==> src/rtl/dseq_pkg.sv <==
package dseq_pkg;
  typedef enum logic [2:0] {
    CMD_NOP  = 3'd0,
    CMD_ACT  = 3'd1,
    CMD_RD   = 3'd2,
    CMD_WR   = 3'd3,
    CMD_PRE  = 3'd4,
    CMD_PREA = 3'd5,
    CMD_REF  = 3'd6
  } cmd_e;

  typedef enum logic [2:0] {
    S_IDLE, S_PRE, S_ACT, S_DATA, S_DONE, S_PREA, S_REF
  } seq_st_e;

  function automatic int data_lat(input logic wr, input int trd, input int twr);
    return wr ? twr : trd;
  endfunction

  function automatic int ref_period(input int window, input int count);
    return window / count;
  endfunction
endpackage

==> src/rtl/dseq_refq.sv <==
module dseq_refq #(
  parameter int W     = 8,
  parameter int DEPTH = 4,
  localparam int PW   = (DEPTH > 1) ? $clog2(DEPTH) : 1,
  localparam int CW   = $clog2(DEPTH + 1)
) (
  input  logic          clk,
  input  logic          rst_n,
  input  logic          push,
  input  logic          pop,
  input  logic [W-1:0]  din,
  output logic [W-1:0]  dout,
  output logic          empty,
  output logic          full,
  output logic [CW-1:0] count
);
  logic [W-1:0]  mem [DEPTH];
  logic [PW-1:0] rd_p, wr_p;

  function automatic logic [PW-1:0] step(input logic [PW-1:0] p);
    return (p == PW'(DEPTH - 1)) ? '0 : p + 1'b1;
  endfunction

  assign empty = (count == '0);
  assign full  = (count == CW'(DEPTH));
  assign dout  = mem[rd_p];

  always_ff @(posedge clk) begin
    if (push && !full) mem[wr_p] <= din;
  end

  always_ff @(posedge clk) begin
    if (!rst_n) begin
      rd_p  <= '0;
      wr_p  <= '0;
      count <= '0;
    end else begin
      if (push && !full) wr_p <= step(wr_p);
      if (pop && !empty) rd_p <= step(rd_p);
      count <= count + CW'(push && !full) - CW'(pop && !empty);
    end
  end
endmodule

==> src/rtl/dseq_bank_tbl.sv <==
module dseq_bank_tbl #(
  parameter int BANKS  = 4,
  parameter int ROW_W  = 14,
  parameter int BANK_W = 2
) (
  input  logic              clk,
  input  logic              rst_n,
  input  logic              act_en,
  input  logic              pre_en,
  input  logic              all_close,
  input  logic [BANK_W-1:0] sel_bank,
  input  logic [ROW_W-1:0]  act_row,
  output logic [BANKS-1:0]  open_mask,
  output logic [ROW_W-1:0]  open_row [BANKS]
);
  for (genvar b = 0; b < BANKS; b++) begin : g_bank
    logic mine;
    assign mine = (sel_bank == BANK_W'(b));
    always_ff @(posedge clk) begin
      if (!rst_n) begin
        open_mask[b] <= 1'b0;
        open_row[b]  <= '0;
      end else if (all_close || (pre_en && mine)) begin
        open_mask[b] <= 1'b0;
      end else if (act_en && mine) begin
        open_mask[b] <= 1'b1;
        open_row[b]  <= act_row;
      end
    end
  end
endmodule

==> src/rtl/dseq_pre_gap.sv <==
module dseq_pre_gap #(
  parameter int GAP = 34,
  localparam int GW = $clog2(GAP + 1)
) (
  input  logic clk,
  input  logic rst_n,
  input  logic pre_fire,
  output logic ok
);
  logic [GW-1:0] since;
  assign ok = (since == GW'(GAP));
  always_ff @(posedge clk) begin
    if (!rst_n)                 since <= GW'(GAP);
    else if (pre_fire)          since <= GW'(1);
    else if (since != GW'(GAP)) since <= since + 1'b1;
  end
endmodule

==> src/rtl/dseq_ref_timer.sv <==
module dseq_ref_timer #(
  parameter int PERIOD = 390,
  localparam int TW    = $clog2(PERIOD)
) (
  input  logic clk,
  input  logic rst_n,
  input  logic served,
  output logic pend
);
  logic [TW-1:0] cnt;
  logic          tick;
  assign tick = (cnt == '0);
  always_ff @(posedge clk) begin
    if (!rst_n) begin
      cnt  <= TW'(PERIOD - 1);
      pend <= 1'b0;
    end else begin
      cnt  <= tick ? TW'(PERIOD - 1) : cnt - 1'b1;
      pend <= (pend && !served) || tick;
    end
  end
endmodule

==> src/rtl/dram_cmd_seq.sv <==
module dram_cmd_seq
  import dseq_pkg::*;
#(
  parameter int BANKS      = 4,
  parameter int ROW_W      = 14,
  parameter int COL_W      = 10,
  parameter int TAG_W      = 4,
  parameter int QDEPTH     = 4,
  parameter int T_ACT      = 8,
  parameter int T_PRE      = 8,
  parameter int T_RD       = 4,
  parameter int T_WR       = 4,
  parameter int T_REF      = 64,
  parameter int T_PGAP     = 34,
  parameter int REF_WINDOW = 3120,
  parameter int REF_COUNT  = 8,
  localparam int BANK_W    = (BANKS > 1) ? $clog2(BANKS) : 1
) (
  input  logic              clk,
  input  logic              rst_n,
  input  logic              req_valid,
  output logic              req_ready,
  input  logic              req_wr,
  input  logic [BANK_W-1:0] req_bank,
  input  logic [ROW_W-1:0]  req_row,
  input  logic [COL_W-1:0]  req_col,
  input  logic [TAG_W-1:0]  req_tag,
  output logic              cmd_valid,
  output logic [2:0]        cmd_code,
  output logic [BANK_W-1:0] cmd_bank,
  output logic [ROW_W-1:0]  cmd_row,
  output logic [COL_W-1:0]  cmd_col,
  output logic              done_valid,
  output logic [TAG_W-1:0]  done_tag
);
  localparam int ENT_W  = 1 + BANK_W + ROW_W + COL_W + TAG_W;
  localparam int QC_W   = $clog2(QDEPTH + 1);
  localparam int CNT_W  = $clog2(T_ACT + T_PRE + T_RD + T_WR + T_REF + 2);
  localparam int PERIOD = ref_period(REF_WINDOW, REF_COUNT);

  // queue
  logic [ENT_W-1:0]  q_dout;
  logic              q_empty, q_full, q_pop;
  logic [QC_W-1:0]   q_count;
  logic              h_wr;
  logic [BANK_W-1:0] h_bank;
  logic [ROW_W-1:0]  h_row;
  logic [COL_W-1:0]  h_col;
  logic [TAG_W-1:0]  h_tag;

  dseq_refq #(.W(ENT_W), .DEPTH(QDEPTH)) u_q (
    .clk(clk), .rst_n(rst_n),
    .push(req_valid && req_ready), .pop(q_pop),
    .din({req_wr, req_bank, req_row, req_col, req_tag}),
    .dout(q_dout), .empty(q_empty), .full(q_full), .count(q_count)
  );
  assign req_ready = !q_full;
  assign {h_wr, h_bank, h_row, h_col, h_tag} = q_dout;

  // named internal events
  cmd_e             cmd;
  logic             pre_fire, ref_served, pre_ok, ref_pend;
  logic [BANKS-1:0] open_mask;
  logic [ROW_W-1:0] open_row [BANKS];
  logic             tgt_open, tgt_hit;

  dseq_bank_tbl #(.BANKS(BANKS), .ROW_W(ROW_W), .BANK_W(BANK_W)) u_banks (
    .clk(clk), .rst_n(rst_n),
    .act_en(cmd == CMD_ACT), .pre_en(cmd == CMD_PRE), .all_close(cmd == CMD_PREA),
    .sel_bank(h_bank), .act_row(h_row),
    .open_mask(open_mask), .open_row(open_row)
  );

  assign pre_fire   = (cmd == CMD_PRE) || (cmd == CMD_PREA);
  assign ref_served = (cmd == CMD_REF);

  dseq_pre_gap #(.GAP(T_PGAP)) u_gap (
    .clk(clk), .rst_n(rst_n), .pre_fire(pre_fire), .ok(pre_ok)
  );

  dseq_ref_timer #(.PERIOD(PERIOD)) u_ref (
    .clk(clk), .rst_n(rst_n), .served(ref_served), .pend(ref_pend)
  );

  assign tgt_open = open_mask[h_bank];
  assign tgt_hit  = tgt_open && (open_row[h_bank] == h_row);

  // sequencing
  seq_st_e          st, nxt_st;
  logic [CNT_W-1:0] cnt, nxt_cnt;
  logic [CNT_W-1:0] data_wait;
  cmd_e             data_cmd;

  assign data_wait = CNT_W'(data_lat(h_wr, T_RD, T_WR) - 1);
  assign data_cmd  = h_wr ? CMD_WR : CMD_RD;

  always_comb begin
    cmd        = CMD_NOP;
    nxt_st     = st;
    nxt_cnt    = cnt;
    q_pop      = 1'b0;
    done_valid = 1'b0;
    if (cnt != '0) begin
      nxt_cnt = cnt - 1'b1;
    end else begin
      unique case (st)
        S_IDLE: begin
          if (ref_pend) begin
            if (pre_ok) begin
              cmd = CMD_PREA; nxt_cnt = CNT_W'(T_PRE - 1); nxt_st = S_REF;
            end else nxt_st = S_PREA;
          end else if (!q_empty) begin
            if (tgt_hit) begin
              cmd = data_cmd; nxt_cnt = data_wait; nxt_st = S_DONE;
            end else if (!tgt_open) begin
              cmd = CMD_ACT; nxt_cnt = CNT_W'(T_ACT - 1); nxt_st = S_DATA;
            end else if (pre_ok) begin
              cmd = CMD_PRE; nxt_cnt = CNT_W'(T_PRE - 1); nxt_st = S_ACT;
            end else nxt_st = S_PRE;
          end
        end
        S_PRE: if (pre_ok) begin
          cmd = CMD_PRE; nxt_cnt = CNT_W'(T_PRE - 1); nxt_st = S_ACT;
        end
        S_ACT: begin
          cmd = CMD_ACT; nxt_cnt = CNT_W'(T_ACT - 1); nxt_st = S_DATA;
        end
        S_DATA: begin
          cmd = data_cmd; nxt_cnt = data_wait; nxt_st = S_DONE;
        end
        S_DONE: begin
          q_pop = 1'b1; done_valid = 1'b1; nxt_st = S_IDLE;
        end
        S_PREA: if (pre_ok) begin
          cmd = CMD_PREA; nxt_cnt = CNT_W'(T_PRE - 1); nxt_st = S_REF;
        end
        S_REF: begin
          cmd = CMD_REF; nxt_cnt = CNT_W'(T_REF - 1); nxt_st = S_IDLE;
        end
        default: nxt_st = S_IDLE;
      endcase
    end
  end

  always_ff @(posedge clk) begin
    if (!rst_n) begin
      st  <= S_IDLE;
      cnt <= '0;
    end else begin
      st  <= nxt_st;
      cnt <= nxt_cnt;
    end
  end

  logic all_bank_cmd;
  assign all_bank_cmd = (cmd == CMD_PREA) || (cmd == CMD_REF);
  assign cmd_valid    = (cmd != CMD_NOP);
  assign cmd_code     = cmd;
  assign cmd_bank     = (cmd_valid && !all_bank_cmd) ? h_bank : '0;
  assign cmd_row      = (cmd == CMD_ACT) ? h_row : '0;
  assign cmd_col      = (cmd == CMD_RD || cmd == CMD_WR) ? h_col : '0;
  assign done_tag     = done_valid ? h_tag : '0;
endmodule

==> config.mk <==
export PLATFORM = sky130hd
export DESIGN_NAME = dram_cmd_seq
export DESIGN_NICKNAME = d
export VERILOG_FILES = /design/src/rtl/dseq_pkg.sv /design/src/rtl/dseq_refq.sv /design/src/rtl/dseq_bank_tbl.sv /design/src/rtl/dseq_pre_gap.sv /design/src/rtl/dseq_ref_timer.sv /design/src/rtl/dram_cmd_seq.sv
export SDC_FILE = /design/constraint.sdc
export NUM_CORES = 1
export LEC_CHECK = 0
export CORE_MARGIN = 2
export CORE_UTILIZATION = 55
export DETAILED_ROUTE_END_ITERATION = 10
export DONT_BUFFER_PORTS = 1
export GPL_TIMING_DRIVEN = 0
export PLACE_DENSITY = 0.7
export SKIP_LAST_GASP = 1
export SYNTH_ARGS = -nofsm -noshare
export SYNTH_HDL_FRONTEND = slang
export SYNTH_SLANG_ARGS = --single-unit
==> constraint.sdc <==
create_clock -name clk -period 11.1 [get_ports clk]
set_clock_uncertainty 0.1 [all_clocks]
set_input_delay 1.11 -clock clk [delete_from_list [all_inputs] [get_ports clk]]
set_output_delay 1.11 -clock clk [all_outputs]
set_load 0.03 [all_outputs]
==> results of run 1 <==
## metal layers
layer | GRT usage | vias up | part of all wire
met5 | 0 | - | 0
met4 | 0.0613 | 0 | 0.020
met3 | 0.0559 | 38 | 0.074
met2 | 0.389 | 202 | 0.49
met1 | 0.294 | 3026 | 0.42
li1 | - | 2822 | -
## cells in the mapped netlist (10+ instances only)
| master | n | area share |
|---|---|---|
| edfxtp_1 | 124 | 0.38 |
| mux2i_1 | 101 | 0.10 |
| nand2_1 | 100 | 0.039 |
| dfxtp_1 | 95 | 0.20 |
| and3_1 | 32 | 0.021 |
| mux4_2 | 31 | 0.072 |
| nor2_1 | 31 | 0.012 |
| clkbuf_1 | 30 | 0.012 |
| xor2_1 | 24 | 0.022 |
| o21ai_0 | 16 | 0.0082 |
| a21oi_1 | 15 | 0.0077 |
| inv_1 | 14 | 0.0054 |
| nand3_1 | 12 | 0.0062 |
| ha_1 | 11 | 0.014 |
| nor2b_1 | 10 | 0.0064 |
## kinds of logic (layout without fill, tap and decap cells)
group                      Yosys count  after routing
muxes                              134            134
buffers and inverters               58             98
adders and majority gates           12             12
and+or+nand+nor                    235            235
xor gates and xnor gates            31             31
AOI/OAI and AO/OA                   65             65
other                                0              1
DFF                                219            219
## cell type report
cell class,instances,area [um^2]
inverters,14,52.6
multi-input cells,477,3810
flip-flops and latches,219,5630
clock buffers,25,583
fillers,1331,6560
diodes,1,2.50
well taps,225,282
plain buffers,44,230
clock inverters,15,158
## state kept, by name, indices dropped and copies added (netlist names), 3 cells and up, named ones only
register and cells:
cnt 7, u_ref.cnt 9, u_q.count 3, u_banks.open_mask 4
u_banks.open_row 56, u_gap.since 6, st 3, u_q.mem 124
## worst paths after layout
kind / startpoint / end / slack [ns] / depth (start not counted)
min reg2reg: u_ref.cnt[0]$_SDFF_PP1_ / u_ref.cnt[0]$_SDFF_PP1_ / 0.33 / 1
max: flop / cmd_valid / 4.29 / 10
min: u_ref.cnt[0]$_SDFF_PP1_ / u_ref.cnt[0]$_SDFF_PP1_ / 0.33 / 1
max reg2reg: flop / u_banks.open_row[20]$_SDFFE_PN0P_ / 6.09 / 10
## stage by stage
stage / hold WS [ns] / utilization / total power [mW] / worst slack, ns
after detailed placement: 0.307 / 0.578 / 1.56 / 4.83
after global routing: 0.330 / 0.621 / 2.40 / 4.09
final: 0.328 / 0.621 / 2.30 / 4.29
after CTS: 0.323 / 0.621 / 2.31 / 4.32
after global placement: 0.298 / 0.578 / 1.54 / 4.87
after floorplan: 0.283 / - / 1.43 / 5.76
## worst max-delay path, cell delays in order (launching register included)
cell and delay, ns:
dfxtp_1 0.42, buf_1 0.66, mux4_2 0.69, xor2_1 0.21
or4_1 0.58, or4_4 0.53, buf_6 0.16, o31ai_1 0.37
clkbuf_1 0.56, nor2_1 0.36, or3_1 0.55
## power by group through the flow
stage / clock [mW] / combinational, mW / sequential, mW
3_5_place_dp: 0 / 0.561 / 0.999
5_1_grt: 0.793 / 0.613 / 0.991
4_1_cts: 0.761 / 0.564 / 0.984
2_1_floorplan: 0 / 0.440 / 0.988
3_3_place_gp: 0 / 0.541 / 0.994
6_report: 0.752 / 0.568 / 0.984
==> impl_metrics.ini, run 1 <==
[outcome]
status = completed

[final_layout]
layout.nets = 825
area_growth_pct = 10.6
drive_gt1_frac = 0.118
final_area_um2 = 10700
final_cell_mix = edfxtp_1, mux2i_1, nand2_1
final_common_cell = edfxtp_1
final_cells = 1020

[route]
drtAntennaViolNets = 0
route.detailed.drc = 0
avgRoutedWirePerCell_um = 20.6
wl_um = 21000
first_iter_violations = 351
vias_per_cell = 5.97
drtPass1Iterations = 4
num_vias = 6088

[timing]
fin_crit_ns = 6.81
worst_slew_pin_slew_ns = 0.845
max-slew-margin-rel = 0.436
fin_setup_tns_ns = 0
timing.final.max_slew_violations = 0
max_freq_mhz = 147
setup_viol = 0
period_share = 0.613
hold_viol = 0
rsz0062_at_grt = no

[cts]
cts_sinks = 219
cts-root-buf = clkbuf_16
cts_buffers = 23
post_cts_resized = 0
clk_pin_slew_ns = 0.06
cts_setup_buffers = 0
postCtsHoldBufs = 0
htree_levels = 1
cts_max_path_buffers = 3
clk_latency_ns = 0.50
cts_tree = built

[floorplan]
core_area_um2 = 17300
ios = 70
initial_core_util = 0.561
rows = 48
die_h_um = 137
die-area_um2 = 18700
die_w_um = 137

[power]
intPower_mw = 1.58
p_leak_nw = 3.79
swShare = 0.313
p_comb_frac = 0.247
clkPwrFrac = 0.326
peakVddDrop_uv = 160
pwr_density_cell_nw_per_um2 = 215
p_seq_frac = 0.427
p_switching_uw = 722

[worst_setup_path]
endpoint_kind = primary output
timing.critical_path.from_type = flop
crit_required_ns = 9.89
cp_max_fo = 10
cp.arrival_ns = 5.60
critPathKind = flop to primary output

[synthesis]
synth_compound_area_frac = 0.0451
synth-simple-area-share = 0.124
synth_fa_ha_area_frac = 0.0162
synth.ff_latch_count = 219
synth.area.mux_share = 0.178
yosysWarnings = 0
async_flop_share = 0
yosysSeqAreaShare = 0.579
synthCells = 754
yosysUniqueCellTypes = 54
synth.cell_area_um2 = 9710
synth-xor-area-share = 0.0280
synth_edf_count = 124
synth_nets = 800
synth_top_family_by_area = multiplexers
avgSynthCellArea_um2 = 12.9
ys.flop_type = edfxtp_1

[grt]
grt_pass1_wl_um = 33000
antenna_found_initial = 0
grt_pass1_vias = 6285
grt_max_degree = 32
grt_use_total = 0.229
grt_remaining_overflow = 0

[min_path]
hold_path_class = flop to flop

[run]
maxCapViolCount = 0

[placement]
place_area_um2 = 10000
hpwl_um = 14200
io_buffers = 0
place_inst = 979
gp_congestion = 0.885
Power figures use the tool's default switching activity.
==> run 2, diff against run 1 <==
Settings changed: PLACE_DENSITY 0.7 to 0.73.
Clock period 11.1 ns to 6.2 ns, I/O delays scaled along.
==> run 2 against run 1 <==
Compared with the run above: wire length increased by 0.49%; via count increased by 0.56%; cell count increased by 0.20%; global-route usage increased by 0.52 points; flip-flop and latch count unchanged; clock power increased by 84%; register-to-register slack got worse by 4.6 ns; sequential share of layout area decreased by 0.17 points; power increased by 80%; worst hold slack got worse by 0.24 ns; sequential power increased by 79%; critical path depth increased by 4; critical path type unchanged; critical endpoint unchanged; largest power group unchanged; highest routed layer unchanged.
==> impl_metrics.ini, run 2 (synthesis results as in run 1) <==
[floorplan]
ios = 70
rows = 48
core_area_um2 = 17300
die_w_um = 137
initial_core_util = 0.561
die_h_um = 137
die-area_um2 = 18700

[grt]
antenna_found_initial = 0
grt_pass1_wl_um = 33600
grt_pass1_vias = 6367
grt_remaining_overflow = 0
grt_max_degree = 32
grt_use_total = 0.234

[worst_setup_path]
cp.arrival_ns = 5.22
timing.critical_path.from_type = flop
endpoint_kind = primary output
cp_max_fo = 10
crit_required_ns = 5.48
critPathKind = flop to primary output

[cts]
cts_sinks = 219
clk_pin_slew_ns = 0.06
postCtsHoldBufs = 0
cts_buffers = 24
cts-root-buf = clkbuf_16
htree_levels = 1
clk_latency_ns = 0.52
cts_setup_buffers = 0
cts_max_path_buffers = 3
cts_tree = built

[final_layout]
fill_cells = 1304
final_cell_mix = edfxtp_1, mux2i_1, nand2_1
largest-register = u_q.mem
final_area_um2 = 10800
final_cells = 1022
drive_gt1_frac = 0.124
area_growth_pct = 11.0
final_common_cell = edfxtp_1
final-seq-area_um2 = 5630
layout.nets = 826
antennaDiodeCount = 0
multi_input_area_um2 = 3810
largest_reg_flops = 124
top_regs = u_q.mem (124), u_banks.open_row (56), u_ref.cnt (9)

[route]
num_vias = 6122
avgRoutedWirePerCell_um = 20.7
drtPass1Iterations = 5
first_iter_violations = 520
vias_per_cell = 5.99
route.detailed.drc = 0
wl_um = 21100
drtAntennaViolNets = 0

[timing]
fin_setup_tns_ns = 0
worst_slew_pin_slew_ns = 0.842
setup_viol = 0
rsz0062_at_grt = no
max_freq_mhz = 168
period_share = 0.958
hold_viol = 0
max-slew-margin-rel = 0.439
timing.final.max_slew_violations = 0
fin_crit_ns = 5.94

[placement]
gp_congestion = 0.893
place_area_um2 = 10000
hpwl_um = 14200
place_inst = 979
io_buffers = 0

[power]
pwr_density_cell_nw_per_um2 = 386
p_seq_frac = 0.424
swShare = 0.320
p_leak_nw = 3.80
intPower_mw = 2.83
p_switching_mw = 1.33
p_comb_frac = 0.245
peakVddDrop_uv = 300
clkPwrFrac = 0.331
power_mw = 4.16

[outcome]
status = completed

[min_path]
hold_path_class = input pin to flop

[run]
maxCapViolCount = 0
## run 2: changes by cell type in the layout (fill, tap and decap cells not counted), sizes merged
cell and delta:
clkdlybuf4s15 +1, buf -2, clkinv -1, clkbuf +2, clkinvlp +4, bufinv -1
diode -1
## run 2: power by group through the flow
stage / combinational, mW / sequential [mW] / clock, mW
detailed placement: 1.00 / 1.79 / 0
CTS: 1.01 / 1.76 / 1.39
global route: 1.11 / 1.78 / 1.45
global placement: 0.966 / 1.78 / 0
floorplan: 0.787 / 1.77 / 0
finish: 1.02 / 1.76 / 1.38
## run 2: repair_timing
item / CTS / global route
setup endpoints to repair: 1 / 3
pin swaps: 0 / 0
gates cloned: 0 / 0
resized for setup: 2 / 2
## run 2: path summary, 6_finish.rpt
check | cells after the start | end | start | slack (ns)
setup reg to reg | 14 | u_banks.open_row[16]$_SDFFE_PN0P_ | flop | 1.45
setup / recovery | 14 | cmd_valid | flop | 0.26
hold / removal | 0 | u_q.mem[3][18]$_DFFE_PP_ | req_row[4] | 0.09
hold reg to reg | 1 | u_ref.cnt[0]$_SDFF_PP1_ | u_ref.cnt[0]$_SDFF_PP1_ | 0.32
## run 2: critical path, stage by stage (launching register included)
cell	delay [ns]
dfxtp_1	0.44
mux4_2	0.55
buf_6	0.18
buf_6	0.17
clkbuf_1	0.27
mux2i_1	0.24
mux2i_1	0.12
xor2_1	0.19
or2_2	0.31
or4_4	0.44
buf_6	0.15
o31ai_1	0.31
clkbuf_1	0.48
nor2_1	0.32
or3_1	0.54
## run 2: through the flow
stage | utilization | hold slack [ns] | setup slack [ns]
after floorplan | - | 0.283 | 1.35
after global placement | 0.578 | 0.297 | 0.510
after detailed placement | 0.578 | 0.303 | 0.527
after CTS | 0.623 | 0.0716 | 0.0875
after global routing | 0.623 | 0.0688 | 0.0109
final | 0.623 | 0.0870 | 0.260
## run 2: layer usage
metal,up-vias,GRT usage,wire length [um]
met2,229,0.383,10100
li1,2824,-,-
met4,0,0.0848,602
met5,-,0,0
met3,47,0.0663,1680
met1,3022,0.299,8720
## run 2: area by class of cell
cell class              instances  area share
inverters                      14     0.00488
multi-input cells             477       0.353
well taps                     225      0.0261
clock buffers                  26      0.0564
clock inverters                17      0.0150
flip-flops and latches        219       0.522
plain buffers                  44      0.0222
